$ cat config.mk
export PLATFORM = sky130hd
export DESIGN_NAME = ctr_crypt_ctrl
export DESIGN_NICKNAME = d
export VERILOG_FILES = /design/src/rtl/ccc_pkg.sv /design/src/rtl/ccc_regs.sv /design/src/rtl/ccc_seq.sv /design/src/rtl/ctr_crypt_ctrl.sv
export SDC_FILE = /design/constraint.sdc
export NUM_CORES = 1
export LEC_CHECK = 0
export BUFFER_PORTS_ARGS = -buffer_cell sky130_fd_sc_hd__buf_2
export CAP_MARGIN = 20
export CORE_MARGIN = 10
export CORE_UTILIZATION = 25
export CTS_CLUSTER_SIZE = 30
export DETAILED_ROUTE_END_ITERATION = 8
export GPL_ROUTABILITY_DRIVEN = 0
export GPL_TIMING_DRIVEN = 0
export PLACE_DENSITY = 0.41
export SLEW_MARGIN = 20
export SYNTH_ARGS = -nofsm -noshare
export SYNTH_HDL_FRONTEND = slang
export SYNTH_SLANG_ARGS = --single-unit
$ cat constraint.sdc
create_clock -name clk -period 52.1 [get_ports clk]
set_clock_uncertainty 0.2 [all_clocks]
set_input_delay 7.815 -clock clk [delete_from_list [all_inputs] [get_ports clk]]
set_output_delay 7.815 -clock clk [all_outputs]
set_load 0.005 [all_outputs]
$ cat src/rtl/ccc_pkg.sv
package ccc_pkg;
  typedef enum logic [1:0] {
    ST_IDLE  = 2'd0,
    ST_READ  = 2'd1,
    ST_OPER  = 2'd2,
    ST_WRITE = 2'd3
  } seq_state_e;

  localparam logic [1:0] CMD_READ  = 2'd1;
  localparam logic [1:0] CMD_WRITE = 2'd2;
endpackage

$ cat src/rtl/ccc_regs.sv
module ccc_regs
  import ccc_pkg::*;
#(
  parameter int          AW        = 16,
  parameter int          BLK_BYTES = 16,
  parameter logic [15:0] WIN_BASE  = 16'hFF00
) (
  input  logic                   clk,
  input  logic                   rst_n,
  input  logic [1:0]             host_cmd,
  input  logic [AW-1:0]          host_addr,
  input  logic [7:0]             host_wdata,
  output logic [7:0]             host_rdata,
  input  logic [1:0]             seq_state,
  output logic                   start_o,
  output logic [AW-1:0]          base_o,
  output logic [AW-1:0]          len_o,
  output logic                   ksel_o,
  output logic [BLK_BYTES*8-1:0] ctr_o,
  output logic [BLK_BYTES*8-1:0] key0_o,
  output logic [BLK_BYTES*8-1:0] key1_o
);
  localparam int BW     = $clog2(BLK_BYTES);
  localparam int OFF_W  = BW + 2;
  localparam int N_WIDE = 3;

  logic          in_win, is_rd, is_wr, idle, wr_ok;
  logic [1:0]    grp;
  logic [BW-1:0] bidx;
  logic [1:0]    ctl_idx;
  logic          ctl_hit;
  logic [7:0]    rd_d;

  logic [7:0] ctl_q [4];
  logic       ksel_q;
  logic [7:0] wide_q [N_WIDE][BLK_BYTES];

  assign in_win  = host_addr[AW-1:OFF_W] == WIN_BASE[AW-1:OFF_W];
  assign grp     = host_addr[OFF_W-1:BW];
  assign bidx    = host_addr[BW-1:0];
  assign is_rd   = host_cmd == CMD_READ;
  assign is_wr   = host_cmd == CMD_WRITE;
  assign idle    = seq_state == ST_IDLE;
  assign wr_ok   = is_wr && idle && in_win;
  assign ctl_idx = bidx[1:0] - 2'd2;
  assign ctl_hit = (grp == 2'd0) && (bidx >= BW'(2)) && (bidx <= BW'(5));
  assign start_o = wr_ok && (grp == 2'd0) && (bidx == '0) && (host_wdata == 8'd1);

  // control bytes: base lo/hi, length lo/hi
  for (genvar c = 0; c < 4; c++) begin : g_ctl
    logic we;
    assign we = wr_ok && ctl_hit && (ctl_idx == 2'(c));
    always_ff @(posedge clk or negedge rst_n) begin
      if (!rst_n)  ctl_q[c] <= '0;
      else if (we) ctl_q[c] <= host_wdata;
    end
  end

  logic ksel_we;
  assign ksel_we = wr_ok && (grp == 2'd0) && (bidx == BW'(6));
  always_ff @(posedge clk or negedge rst_n) begin
    if (!rst_n)       ksel_q <= 1'b0;
    else if (ksel_we) ksel_q <= host_wdata[0];
  end

  // counter, key 0, key 1 byte banks
  for (genvar g = 0; g < N_WIDE; g++) begin : g_wide
    for (genvar b = 0; b < BLK_BYTES; b++) begin : g_byte
      logic we;
      assign we = wr_ok && (grp == 2'(g + 1)) && (bidx == BW'(b));
      always_ff @(posedge clk or negedge rst_n) begin
        if (!rst_n)  wide_q[g][b] <= '0;
        else if (we) wide_q[g][b] <= host_wdata;
      end
    end
  end

  always_comb begin
    for (int b = 0; b < BLK_BYTES; b++) begin
      ctr_o[8*b +: 8]  = wide_q[0][b];
      key0_o[8*b +: 8] = wide_q[1][b];
      key1_o[8*b +: 8] = wide_q[2][b];
    end
  end

  assign base_o = {ctl_q[1], ctl_q[0]};
  assign len_o  = {ctl_q[3], ctl_q[2]};
  assign ksel_o = ksel_q;

  // read mux
  always_comb begin
    rd_d = '0;
    if (in_win) begin
      case (grp)
        2'd0: begin
          if (bidx == BW'(1))      rd_d = {6'b0, seq_state};
          else if (ctl_hit)        rd_d = ctl_q[ctl_idx];
          else if (bidx == BW'(6)) rd_d = {7'b0, ksel_q};
          else                     rd_d = '0;
        end
        2'd1:    rd_d = wide_q[0][bidx];
        2'd2:    rd_d = wide_q[1][bidx];
        default: rd_d = wide_q[2][bidx];
      endcase
    end
  end

  always_ff @(posedge clk or negedge rst_n) begin
    if (!rst_n)     host_rdata <= '0;
    else if (is_rd) host_rdata <= rd_d;
  end

  AST_WR_IDLE_ONLY: assert property (@(posedge clk) disable iff (!rst_n)
    (is_wr && !idle) |=> ($stable(base_o) && $stable(len_o) && $stable(ksel_o) &&
                          $stable(ctr_o) && $stable(key0_o) && $stable(key1_o)))
    else $error("write accepted while busy");

  AST_RD_OUTSIDE_ZERO: assert property (@(posedge clk) disable iff (!rst_n)
    (is_rd && !in_win) |=> (host_rdata == 8'h00))
    else $error("out-of-window read not zero");

  AST_PHASE_ZEXT: assert property (@(posedge clk) disable iff (!rst_n)
    (is_rd && in_win && grp == 2'd0 && bidx == BW'(1)) |=> (host_rdata[7:2] == 6'b0))
    else $error("phase read not zero-extended");
endmodule

$ cat src/rtl/ccc_seq.sv
module ccc_seq
  import ccc_pkg::*;
#(
  parameter int AW        = 16,
  parameter int BLK_BYTES = 16
) (
  input  logic                   clk,
  input  logic                   rst_n,
  input  logic                   start_i,
  input  logic [AW-1:0]          base_i,
  input  logic [AW-1:0]          len_i,
  input  logic                   ksel_i,
  input  logic [BLK_BYTES*8-1:0] ctr_i,
  input  logic [BLK_BYTES*8-1:0] key0_i,
  input  logic [BLK_BYTES*8-1:0] key1_i,
  output logic [1:0]             state_o,
  output logic [AW-1:0]          mem_addr,
  output logic                   mem_rd_en,
  input  logic [7:0]             mem_rdata,
  output logic                   mem_wr_en,
  output logic [7:0]             mem_wdata,
  output logic                   cph_req,
  output logic [BLK_BYTES*8-1:0] cph_ctr,
  output logic [BLK_BYTES*8-1:0] cph_key,
  output logic [BLK_BYTES*8-1:0] cph_blk,
  input  logic                   cph_done,
  input  logic [BLK_BYTES*8-1:0] cph_result
);
  localparam int BW = $clog2(BLK_BYTES);

  seq_state_e    st_q, st_d;
  logic [AW-1:0] cnt_q, cnt_d;
  logic [BW:0]   beat_q, beat_d;
  logic [BW-1:0] cap_idx_q, cap_idx_d;
  logic          rd_pend_q, rd_pend_d;
  logic          more_blk;

  logic [7:0]           buf_q [BLK_BYTES];
  logic [7:0]           buf_d [BLK_BYTES];
  logic [BLK_BYTES-1:0] buf_en;

  assign more_blk = ({1'b0, cnt_q} + (AW+1)'(BLK_BYTES)) < {1'b0, len_i};
  assign mem_addr = base_i + cnt_q + AW'(beat_q);
  assign state_o  = st_q;
  assign cph_ctr  = ctr_i;
  assign cph_key  = ksel_i ? key1_i : key0_i;

  // next state
  always_comb begin
    st_d      = st_q;
    cnt_d     = cnt_q;
    beat_d    = beat_q;
    cap_idx_d = cap_idx_q;
    rd_pend_d = 1'b0;
    mem_rd_en = 1'b0;
    mem_wr_en = 1'b0;
    mem_wdata = '0;
    cph_req   = 1'b0;
    case (st_q)
      ST_IDLE: begin
        if (start_i) begin
          st_d   = ST_READ;
          cnt_d  = '0;
          beat_d = '0;
        end
      end
      ST_READ: begin
        if (beat_q < (BW+1)'(BLK_BYTES)) begin
          mem_rd_en = 1'b1;
          rd_pend_d = 1'b1;
          cap_idx_d = beat_q[BW-1:0];
          beat_d    = beat_q + 1'b1;
        end
        if (rd_pend_q && cap_idx_q == BW'(BLK_BYTES - 1)) begin
          st_d   = ST_OPER;
          beat_d = '0;
        end
      end
      ST_OPER: begin
        cph_req = 1'b1;
        if (cph_done) begin
          st_d   = ST_WRITE;
          beat_d = '0;
        end
      end
      default: begin
        mem_wr_en = 1'b1;
        mem_wdata = buf_q[beat_q[BW-1:0]];
        beat_d    = beat_q + 1'b1;
        if (beat_q == (BW+1)'(BLK_BYTES - 1)) begin
          beat_d = '0;
          if (more_blk) begin
            cnt_d = cnt_q + AW'(BLK_BYTES);
            st_d  = ST_READ;
          end else begin
            st_d = ST_IDLE;
          end
        end
      end
    endcase
  end

  always_comb begin
    for (int b = 0; b < BLK_BYTES; b++) begin
      buf_en[b] = (rd_pend_q && cap_idx_q == BW'(b)) || (st_q == ST_OPER && cph_done);
      buf_d[b]  = (st_q == ST_OPER) ? cph_result[8*b +: 8] : mem_rdata;
      cph_blk[8*b +: 8] = buf_q[b];
    end
  end

  // registers
  always_ff @(posedge clk or negedge rst_n) begin
    if (!rst_n) begin
      st_q      <= ST_IDLE;
      cnt_q     <= '0;
      beat_q    <= '0;
      cap_idx_q <= '0;
      rd_pend_q <= 1'b0;
    end else begin
      st_q      <= st_d;
      cnt_q     <= cnt_d;
      beat_q    <= beat_d;
      cap_idx_q <= cap_idx_d;
      rd_pend_q <= rd_pend_d;
    end
  end

  for (genvar b = 0; b < BLK_BYTES; b++) begin : g_buf
    always_ff @(posedge clk or negedge rst_n) begin
      if (!rst_n)         buf_q[b] <= '0;
      else if (buf_en[b]) buf_q[b] <= buf_d[b];
    end
  end

  AST_START_ENTERS_READ: assert property (@(posedge clk) disable iff (!rst_n)
    (st_q == ST_IDLE && start_i) |=> (st_q == ST_READ && cnt_q == '0))
    else $error("launch did not enter READ");

  AST_MEM_ONE_DIR: assert property (@(posedge clk) disable iff (!rst_n)
    !(mem_rd_en && mem_wr_en))
    else $error("memory read and write together");

  AST_OPER_WAITS: assert property (@(posedge clk) disable iff (!rst_n)
    (st_q == ST_OPER && !cph_done) |=> (st_q == ST_OPER && cph_req))
    else $error("left OPERATE without done");

  AST_CNT_STEP: assert property (@(posedge clk) disable iff (!rst_n)
    1'b1 |=> (cnt_q == $past(cnt_q) || cnt_q == $past(cnt_q) + AW'(BLK_BYTES) || cnt_q == '0))
    else $error("offset moved by an illegal step");

  AST_WRITE_ADVANCE: assert property (@(posedge clk) disable iff (!rst_n)
    (st_q == ST_WRITE && beat_q == (BW+1)'(BLK_BYTES - 1) && more_blk)
      |=> (st_q == ST_READ && cnt_q == $past(cnt_q) + AW'(BLK_BYTES)))
    else $error("block advance wrong");
endmodule

$ cat src/rtl/ctr_crypt_ctrl.sv
module ctr_crypt_ctrl
  import ccc_pkg::*;
#(
  parameter int          AW        = 16,
  parameter int          BLK_BYTES = 16,
  parameter logic [15:0] WIN_BASE  = 16'hFF00
) (
  input  logic                   clk,
  input  logic                   rst_n,
  input  logic [1:0]             host_cmd,
  input  logic [AW-1:0]          host_addr,
  input  logic [7:0]             host_wdata,
  output logic [7:0]             host_rdata,
  output logic [AW-1:0]          mem_addr,
  output logic                   mem_rd_en,
  input  logic [7:0]             mem_rdata,
  output logic                   mem_wr_en,
  output logic [7:0]             mem_wdata,
  output logic                   cph_req,
  output logic [BLK_BYTES*8-1:0] cph_ctr,
  output logic [BLK_BYTES*8-1:0] cph_key,
  output logic [BLK_BYTES*8-1:0] cph_blk,
  input  logic                   cph_done,
  input  logic [BLK_BYTES*8-1:0] cph_result
);
  localparam int BLK_W = BLK_BYTES * 8;

  logic [1:0] rst_sync_q;
  logic       rst_n_int;

  always_ff @(posedge clk or negedge rst_n) begin
    if (!rst_n) rst_sync_q <= 2'b00;
    else        rst_sync_q <= {rst_sync_q[0], 1'b1};
  end
  assign rst_n_int = rst_sync_q[1];

  logic             start;
  logic [1:0]       seq_state;
  logic [AW-1:0]    base, len;
  logic             ksel;
  logic [BLK_W-1:0] ctr, key0, key1;

  ccc_regs #(.AW(AW), .BLK_BYTES(BLK_BYTES), .WIN_BASE(WIN_BASE)) u_regs (
    .clk        (clk),
    .rst_n      (rst_n_int),
    .host_cmd   (host_cmd),
    .host_addr  (host_addr),
    .host_wdata (host_wdata),
    .host_rdata (host_rdata),
    .seq_state  (seq_state),
    .start_o    (start),
    .base_o     (base),
    .len_o      (len),
    .ksel_o     (ksel),
    .ctr_o      (ctr),
    .key0_o     (key0),
    .key1_o     (key1)
  );

  ccc_seq #(.AW(AW), .BLK_BYTES(BLK_BYTES)) u_seq (
    .clk        (clk),
    .rst_n      (rst_n_int),
    .start_i    (start),
    .base_i     (base),
    .len_i      (len),
    .ksel_i     (ksel),
    .ctr_i      (ctr),
    .key0_i     (key0),
    .key1_i     (key1),
    .state_o    (seq_state),
    .mem_addr   (mem_addr),
    .mem_rd_en  (mem_rd_en),
    .mem_rdata  (mem_rdata),
    .mem_wr_en  (mem_wr_en),
    .mem_wdata  (mem_wdata),
    .cph_req    (cph_req),
    .cph_ctr    (cph_ctr),
    .cph_key    (cph_key),
    .cph_blk    (cph_blk),
    .cph_done   (cph_done),
    .cph_result (cph_result)
  );
endmodule

## Word-level counts from Yosys, hierarchy flattened

Cells that the tools add are included.

| cells by class | value |
|---|---|
| $add $sub $neg | 6 |
| magnitude comparators | 7 |
| equal/unequal tests | 47 |
| muxes and demuxes | 58 |
| bitwise logic cells | 4 |
| reductions and logical operators | 111 |

Operators with widths:

| operator | number |
|---|---|
| two-way mux 8 bit | 30 |
| binary-select mux 8 bit (select 4 bit) | 4 |
| two-way mux 128 bit | 1 |
| logical AND 1 bit | 81 |
| == test 4 bit, second input constant | 16 |
| two-way mux 16 bit | 3 |
| == test 4 x 3 -> 1 bit, second input constant | 8 |
| case mux 16 bit (2 select lines) | 1 |
| two-way mux 5 bit | 5 |
| case mux 8 bit (3 select lines) | 1 |
| adder 16 x 5 -> 17 bit, second input constant | 1 |
| less-than comparator 17 x 16 -> 1 bit | 1 |
| adder 16 bit | 1 |
| adder 16 x 5 -> 16 bit | 1 |
| adder 16 x 5 -> 16 bit, second input constant | 1 |
| binary-select mux 8 bit (select 2 bit) | 1 |
| == test 4 x 2 -> 1 bit, second input constant | 4 |
| logical OR 1 bit | 16 |
| case mux 5 bit (3 select lines) | 1 |
| == test 2 bit, second input constant | 6 |
| == test 10 bit, second input constant | 1 |
| >= comparator 5 bit, second input constant | 2 |
| NOT 4 -> 5 bit | 2 |
| == test 2 x 1 -> 1 bit, second input constant | 4 |
| 26 further kinds | 41 |

| storage, ports and cells | value |
|---|---|
| register bits after elaboration | 583 |
| logic and storage cells | 309 |

## Depth between registers and ports, before layout

Gate-level depths: netlist of run 1.

| depth | value |
|---|---|
| word-level depth | 9 |
| gate-level depth with buffers | 14 |

## Modules after synthesis

Synthesis of run 1 repeated with hierarchy kept, for this count alone.

| unflattened totals | value |
|---|---|
| cell total of the unflattened synthesis | 2,520 |
| area, all modules | 31,305.0 µm² |

Modules (own cells, without submodules):

| module | instances | cells an instance | area each (µm²) |
|---|---|---|---|
| ccc_regs | 1 | 1,300 | 19,866.6 |
| ccc_seq | 1 | 1,217 | 11,384.7 |
| ctr_crypt_ctrl | 1 | 3 | 53.8 |

## Worst setup path before layout of run 1

OpenSTA, ideal clock, no wires.

| timing path | value |
|---|---|
| path type | register -> output |
| from | register u_seq.beat_q[4] |
| to | output port mem_addr[14] |
| data arrival time | 2,687 ps |
| required time | 44,085 ps |
| slack | 41,398 ps |
| cell stages (with the launch flop) | 9 |
| path buffers | 0 |
| path through | dfrtp_1 > fa_1 > ha_1 > and2_1 > a311oi_1 > nor2_1 > o21ai_1 > or4b_2 > o311ai_0 |

| between the ends | value |
|---|---|
| longest elaborated chain between the ends | 1 |

RTL lines:

| what | RTL line | RTL |
|---|---|---|
| from (decl) | ccc_seq.sv:33 | `logic [BW:0] beat_q, beat_d;` |
| from (signal assigned) | ccc_seq.sv:122 | `beat_q <= beat_d;` |
| adder 16 x 5 -> 16 bit | ccc_seq.sv:43 | `assign mem_addr = base_i + cnt_q + AW'(beat_q);` |
| to (decl) | ctr_crypt_ctrl.sv:14 | `output logic [AW-1:0] mem_addr,` |

Every way passes these cells.

## Final worst setup path of run 1

| timing path | value |
|---|---|
| from | register u_seq.cnt_q[9] |
| to | output port mem_addr[14] |

| between the ends | value |
|---|---|
| longest elaborated chain between the ends | 2 |

RTL lines:

| what | RTL line | RTL |
|---|---|---|
| from (decl) | ccc_seq.sv:32 | `logic [AW-1:0] cnt_q, cnt_d;` |
| from (signal assigned) | ccc_seq.sv:121 | `cnt_q <= cnt_d;` |
| adder 16 bit | ccc_seq.sv:43 |  |
| adder 16 x 5 -> 16 bit | ccc_seq.sv:43 |  |

Every way passes these cells.

==> metrics.yaml, run 1 <==
drive_above_1_share_pct: 46.9
synthDistinctLibCells: 67
crit_path_end_kind: "output port"
cts_resized: 0
ios: 584
hold_path_class: "reg -> async"
syn_area_mm2: 0.0301
final_net_count: 3266
fp.dieW_um: 367
rsz0062_at_grt: "no"
yosys-top-cells-area: "dfrtp_1 (48%), mux2_2 (21%), mux4_2 (11%)"
leakage_uw: 0.0186
routed_via_density: 5.08
grt_max_degree: 52
placed_area_mm2: 0.0354
ys_seq_elements: 579
setup_viol: 0
critPathMaxFanout: 7
drtIter0Drc: 2021
post_cts_buffers: 0
synth_cells: 2385
finalCritPeriodShare_pct: 22.9
synth_fp_nets: 2601
antenna_found_initial: 20
final.min_clock_period_ns: 11.95
status: "complete, no violations"
yosysWarnings: 0
synth_common_cells: "dfrtp_1 (579), mux2_2 (549), a21oi_1 (227)"
cts_root_buf: "clkbuf_16"
seq_area_mm2: 0.0145
finalSetupTns_ns: 0
async_reset_ff_share_pct: 100
power_density_mw_per_mm2: 28.2
netlist.area_leader.share_pct: 48.1
grt_pass1_vias: 24900
max-cap-violations: 0
cts-buffers-inserted: 73
die_h_um: 367
yosysSeqAreaShare_pct: 48.1
worst_path_most_repeated_cell: "ha_1"
multi_input_area_mm2: 0.0148
crit_slowest_cell: "or4b_2"
antenna_left: 0
yosysMostFrequentCell: "dfrtp_1"
crit_arrival_ns: 3.93
firstDrtPassIters: 5
cp_slowest_stage_delay_ns: 0.60
hold_slack_ns: 0.0354
critPathRequiredTime_ns: 44.08
pre_cts_ws_ns: 40.57
irDropWorstVdd_mv: 0.0210
overflow: 0
cts-htree-levels: 3
path_class: "reg -> out"
slew_viol_final: 0
ys.flop_type: "dfrtp_1"
tritoncts: "yes"
die-area_mm2: 0.135
fin_ws_ns: 40.15
cts-hold-fix-buffers: 0
synth-edff-count: 0
portBuffers: 577
vias: 24000
path_clk_slew_ns: 0.06
cts.sinks: 579
drc: 0
track_usage_pct: 21.2
path_buf_inv: 1
cp-start-kind: "flop"
final_area_mm2: 0.0379
clk_latency_ns: 0.65
fillCellCount: 12500
clock.fmax_mhz: 83.7
synth_top_area_cell: "dfrtp_1"
num_rows: 127
worstMarginPinSlew_ns: 1.17
crit_family: "compound AO/OA/AOI/OAI gates"
grt_pass1_wl_um: 205000
start_util_pct: 25.1
dpl.hpwl_um: 115000
hold_violations: 0
core_area_mm2: 0.120
worstPathCellList: "ha_1, ha_1, a21oi_1, o21ai_0, or3_1, o21ai_1, or4b_2, o311ai_0, buf_2"
cts_buffer_depth: 3
drt-total-wl_um: 147000
wl_per_cell_um: 31.2
slew_headroom_pct: 21.6
syn_to_final_growth_pct: 25.7
avgSynthCellArea_um2: 12.6
[layer usage]
metal / routed length, um / vias up / part of all wire (%) / track usage (%)
met1: 64900 / 12700 / 44 / 28.1
met5: 107 / - / 0.073 / 0
met3: 10900 / 192 / 7.4 / 6.21
met2: 67200 / 875 / 46 / 33.2
li1: - / 10200 / - / -
met4: 4390 / 16 / 3.0 / 6.23
[cells by family after synthesis]
| family | synth area share [%] |
|---|---|
| simple gates | 6.22 |
| buf+inv | 2.88 |
| flops | 48.1 |
| xor+xnor | 0.582 |
| mux | 32.2 |
| compound gates | 7.83 |
| fa+ha+maj | 2.17 |
| other cells | 0.0125 |
[through the flow]
step / utilization (%) / total power, uW / instances
finish: 31.6 / 1070 / 4726
global route: 31.6 / 1100 / 4723
CTS: 31.6 / 1080 / 4719
detailed placement: 29.5 / 544 / 4587
global placement: 29.2 / 541 / 4574
floorplan: - / 500 / 2385
[layout make-up]
cell class                      count  area share (%)
Multi-Input combinational cell   1589            39.0
Sequential cell                   579            38.3
Timing Repair Buffer              590            8.49
Clock buffer                      110            5.86
Tap cell                         1612            5.33
Buffer                            185            2.00
Clock inverter                     22           0.691
Inverter                           32           0.317
Antenna cell                        7          0.0463
[worst reg2reg max path: stages, from the launching register on]
cell     delay [ns]
dfrtp_1        0.49
inv_1          0.13
ha_1           0.45
and3b_1        0.23
nand4_1        0.54
nor2_1         0.56
buf_2          0.31
nand3_1        0.66
mux2_2         0.54
[state kept, by name, indices dropped and copies added, names as in the netlist, 2 cells and up]
signal,flops
u_regs.base_o,16
u_regs.len_o,16
u_seq.cap_idx_q,4
u_regs.ctr_o,128
u_seq.state_o,2
u_regs.key0_o,128
u_regs.host_rdata,8
rst_sync_q,2
u_regs.key1_o,128
u_seq.beat_q,5
u_seq.cph_blk,128
u_seq.cnt_q,12
[cells in the final DEF (no fill, tap or decap), drive strengths merged, types with 13 or more instances in the layout]
master and n:
a21oi 227, a22oi 13, and2 16, and3 20, buf 641, clkbuf 244, clkinv 14, dfrtp 579
ha 49, inv 34, mux2 549, mux2i 25, mux4 145, nand2 111, nand3 48, nor2 106
nor2b 20, nor3 21, o21ai 93
[power breakdown]
group	internal, uW	total, uW	switching (uW)
registers	456	464	7.75
clock network	307	532	224
logic	22.9	71.7	48.7
total	786	1070	281
[path summary, 6_finish.rpt]
check,start,end,slack [ns],cells past startpoint
min reg2reg,rst_sync_q[1],u_seq.cph_blk[61],0.04,0
min,rst_sync_q[1],u_seq.cph_blk[61],0.04,0
min in group clk,rst_sync_q[0],rst_sync_q[1],0.16,0
max reg2reg,u_seq.state_o[1],u_regs.key1_o[32],47.85,8
max in group asynchronous,rst_n,rst_sync_q[1],44.83,1
max,u_seq.cnt_q[9],mem_addr[14],40.15,9
Note: power is estimated with default switching activity, not from simulation.
==> run 2, diff against run 1 <==
--- a/config.mk
+++ b/config.mk
@@ -13,7 +13,7 @@
 export DETAILED_ROUTE_END_ITERATION = 8
 export GPL_ROUTABILITY_DRIVEN = 0
 export GPL_TIMING_DRIVEN = 0
-export PLACE_DENSITY = 0.41
+export PLACE_DENSITY = 0.43
 export SLEW_MARGIN = 20
 export SYNTH_ARGS = -nofsm -noshare
 export SYNTH_HDL_FRONTEND = slang
==> constraint.sdc (replaced) <==
create_clock -name clk -period 10.51 [get_ports clk]
set_clock_uncertainty 0.2 [all_clocks]
set_input_delay 1.5765 -clock clk [delete_from_list [all_inputs] [get_ports clk]]
set_output_delay 1.5765 -clock clk [all_outputs]
set_load 0.005 [all_outputs]
==> metrics.yaml, run 2 (synthesis results as in run 1) <==
status: "complete, no violations"
slew_viol_final: 0  # unchanged
cts-hold-fix-buffers: 0  # unchanged
hold_violations: 0  # unchanged
max-cap-violations: 0  # unchanged
final_cell_mix: "buf_2 (601), dfrtp_1 (578), mux2_2 (549)"
core_area_mm2: 0.120  # unchanged
setup_viol: 0  # unchanged
critPathRequiredTime_ns: 8.73  # -35.35 ns
layout_commonest_cell: "buf_2"
start_util_pct: 25.1  # unchanged
routed_via_density: 5.12  # +0.89%
irDropWorstVdd_mv: 0.0986  # +370%
slew_headroom_pct: 17.9  # -3.7 points
rr_startpoint: "u_seq.cnt_q[4]"
p_comb_share_pct: 6.6  # about the same
postLayoutCoreUtil_pct: 31.7  # +0.048 points
worstPathCellList: "ha_1, ha_1, a21oi_1, o21ai_0, or3_1, o21ai_1, or4b_2, o311ai_0, buf_2"
pre_cts_ws_ns: 5.46  # -35.11 ns
crit_family: "compound AO/OA/AOI/OAI gates"
drc: 0  # unchanged
seq_power_share_pct: 43.0  # -0.5 points
cts_root_buf: "clkbuf_16"
vias: 24200  # +0.98%
worstMarginPinSlew_ns: 1.23  # +0.0625 ns
dpl.hpwl_um: 113000  # -1.6%
die_h_um: 367  # unchanged
crit_arrival_ns: 3.90  # -0.03 ns
r2r-end: "u_seq.cnt_q[8]"
internal_power_uw: 3970  # +400%
drtIter0Drc: 1794  # -11%
tritoncts: "yes"
ios: 584  # unchanged
path_clk_slew_ns: 0.06  # about the same
fin_ws_ns: 4.83  # -35.32 ns
cts_resized: 0  # unchanged
track_usage_pct: 20.8  # -0.41 points
portBuffers: 577  # unchanged
syn_to_final_growth_pct: 25.9
wl_per_cell_um: 30.7  # -1.6%
rsz0062_at_grt: "no"
overflow: 0  # unchanged
finalCritPeriodShare_pct: 54.0
critPathMaxFanout: 7  # unchanged
cts-buffers-inserted: 75  # +2.7%
cts_buffer_depth: 3  # unchanged
grt_pass1_vias: 24700  # -0.53%
num_rows: 127  # unchanged
r2r_slack_ns: 6.26  # -41.59 ns
cp_slowest_stage_delay_ns: 0.61  # about the same
crit_start: "u_seq.cnt_q[9]"
path_class: "reg -> out"
switchingPower_uw: 1370  # +390%
clock.fmax_mhz: 176
hold_path_class: "reg -> async"
clk_latency_ns: 0.65  # about the same
antenna_found_initial: 15  # -25%
cts.sinks: 579  # unchanged
crit_slowest_cell: "or4b_2"
sw_frac_of_total_pct: 25.7  # -0.60 points
antenna_left: 0  # unchanged
p_clk_share_pct: 50.4  # +0.6 points
cp-start-kind: "flop"
final.min_clock_period_ns: 5.68
final_net_count: 3267  # +0.031%
drt-total-wl_um: 145000  # -1.5%
fp.dieW_um: 367  # unchanged
cts-htree-levels: 3  # unchanged
firstDrtPassIters: 5  # unchanged
path_buf_inv: 1  # unchanged
leakage_uw: 0.0186  # +0.21%
post_cts_buffers: 0  # unchanged
grt_max_degree: 53  # +1.9%
crit_path_end_kind: "output port"
die-area_mm2: 0.135  # unchanged
grt_pass1_wl_um: 202000  # -1.5%
worst-r2r-cell-count: 14  # +6
worst_path_most_repeated_cell: "ha_1"
fillCellCount: 12500  # -0.34%
power_density_mw_per_mm2: 141  # +400%
drive_above_1_share_pct: 46.9  # about the same
finalSetupTns_ns: 0  # unchanged
-- run 2: cell count changes in the layout (fill, tap and decap cells not counted), moves of 2 or more --
| cell | previous run | this run |
|---|---|---|
| bufinv_16 | 2 | 5 |
| buf_16 | 9 | 12 |
| clkbuf_8 | 21 | 19 |
| clkinv_16 | 2 | 0 |
| diode_2 | 7 | 10 |
| buf_12 | 4 | 0 |
-- run 2: cell type report --
type	instances	area, um2	area share, %
antenna	10	25.0	0.0660
buffer	185	757	2.00
clock buffer	111	2220	5.86
clock inverter	23	297	0.782
inverter	32	120	0.317
multi-input combinational	1589	14800	39.0
sequential	579	14500	38.2
tap	1612	2020	5.32
timing repair buffer	589	3220	8.49
-- run 2: how the worst max path moves through the flow --
stage                  endpoint  slack, ns  cells past startpoint
2_1_floorplan  u_regs.base_o[0]       0.89                      0
3_3_place_gp   u_regs.ctr_o[99]      -4.15                      0
3_5_place_dp       mem_addr[14]       5.46                      9
4_1_cts            mem_addr[14]       4.73                      9
5_1_grt            mem_addr[14]       4.59                      9
6_report           mem_addr[14]       4.83                      9
-- run 2: worst reg2reg max path, stage by stage, from the launching register on --
cell	delay, ns
dfrtp_1	0.50
ha_1	0.27
and3_1	0.26
nand3_1	0.19
nor2_1	0.28
and3_1	0.23
xor2_1	0.21
ha_1	0.27
a21o_1	0.16
a21o_1	0.19
a221oi_1	0.39
nand3_1	0.29
clkbuf_1	0.33
o211ai_1	0.25
o311ai_1	0.12
-- run 2: per-stage QoR --
stage / total power (uW) / hold WS, ns / instances / area (um2)
6_report: 5340 / 0.0224 / 4730 / 37900
5_1_grt: 5500 / 0.0547 / 4725 / 37900
4_1_cts: 5390 / 0.0456 / 4720 / 37900
3_5_place_dp: 2690 / 0.0667 / 4586 / 35400
3_3_place_gp: 2680 / 0.133 / 4574 / 35000
2_1_floorplan: 2480 / 0.131 / 2385 / 30100
-- run 2: power by group through the flow --
| stage | Clock (uW) | Sequential [uW] | Combinational [uW] |
|---|---|---|---|
| after floorplan | 0 | 2360 | 123 |
| after global routing | 2820 | 2300 | 383 |
| final | 2690 | 2300 | 355 |
| after CTS | 2740 | 2300 | 358 |
| after global placement | 0 | 2380 | 294 |
| after detailed placement | 0 | 2340 | 357 |
-- run 2: layer usage --
layer  up-vias  GRT usage, %  wire (um)  part of all wire [%]
met5         -             0         29                 0.020
met4         6          6.20       4290                   3.0
met3       182          4.83      10400                   7.1
met2      1013          32.7      66200                    46
met1     12800          28.1      64400                    44
li1      10200             -          -                     -
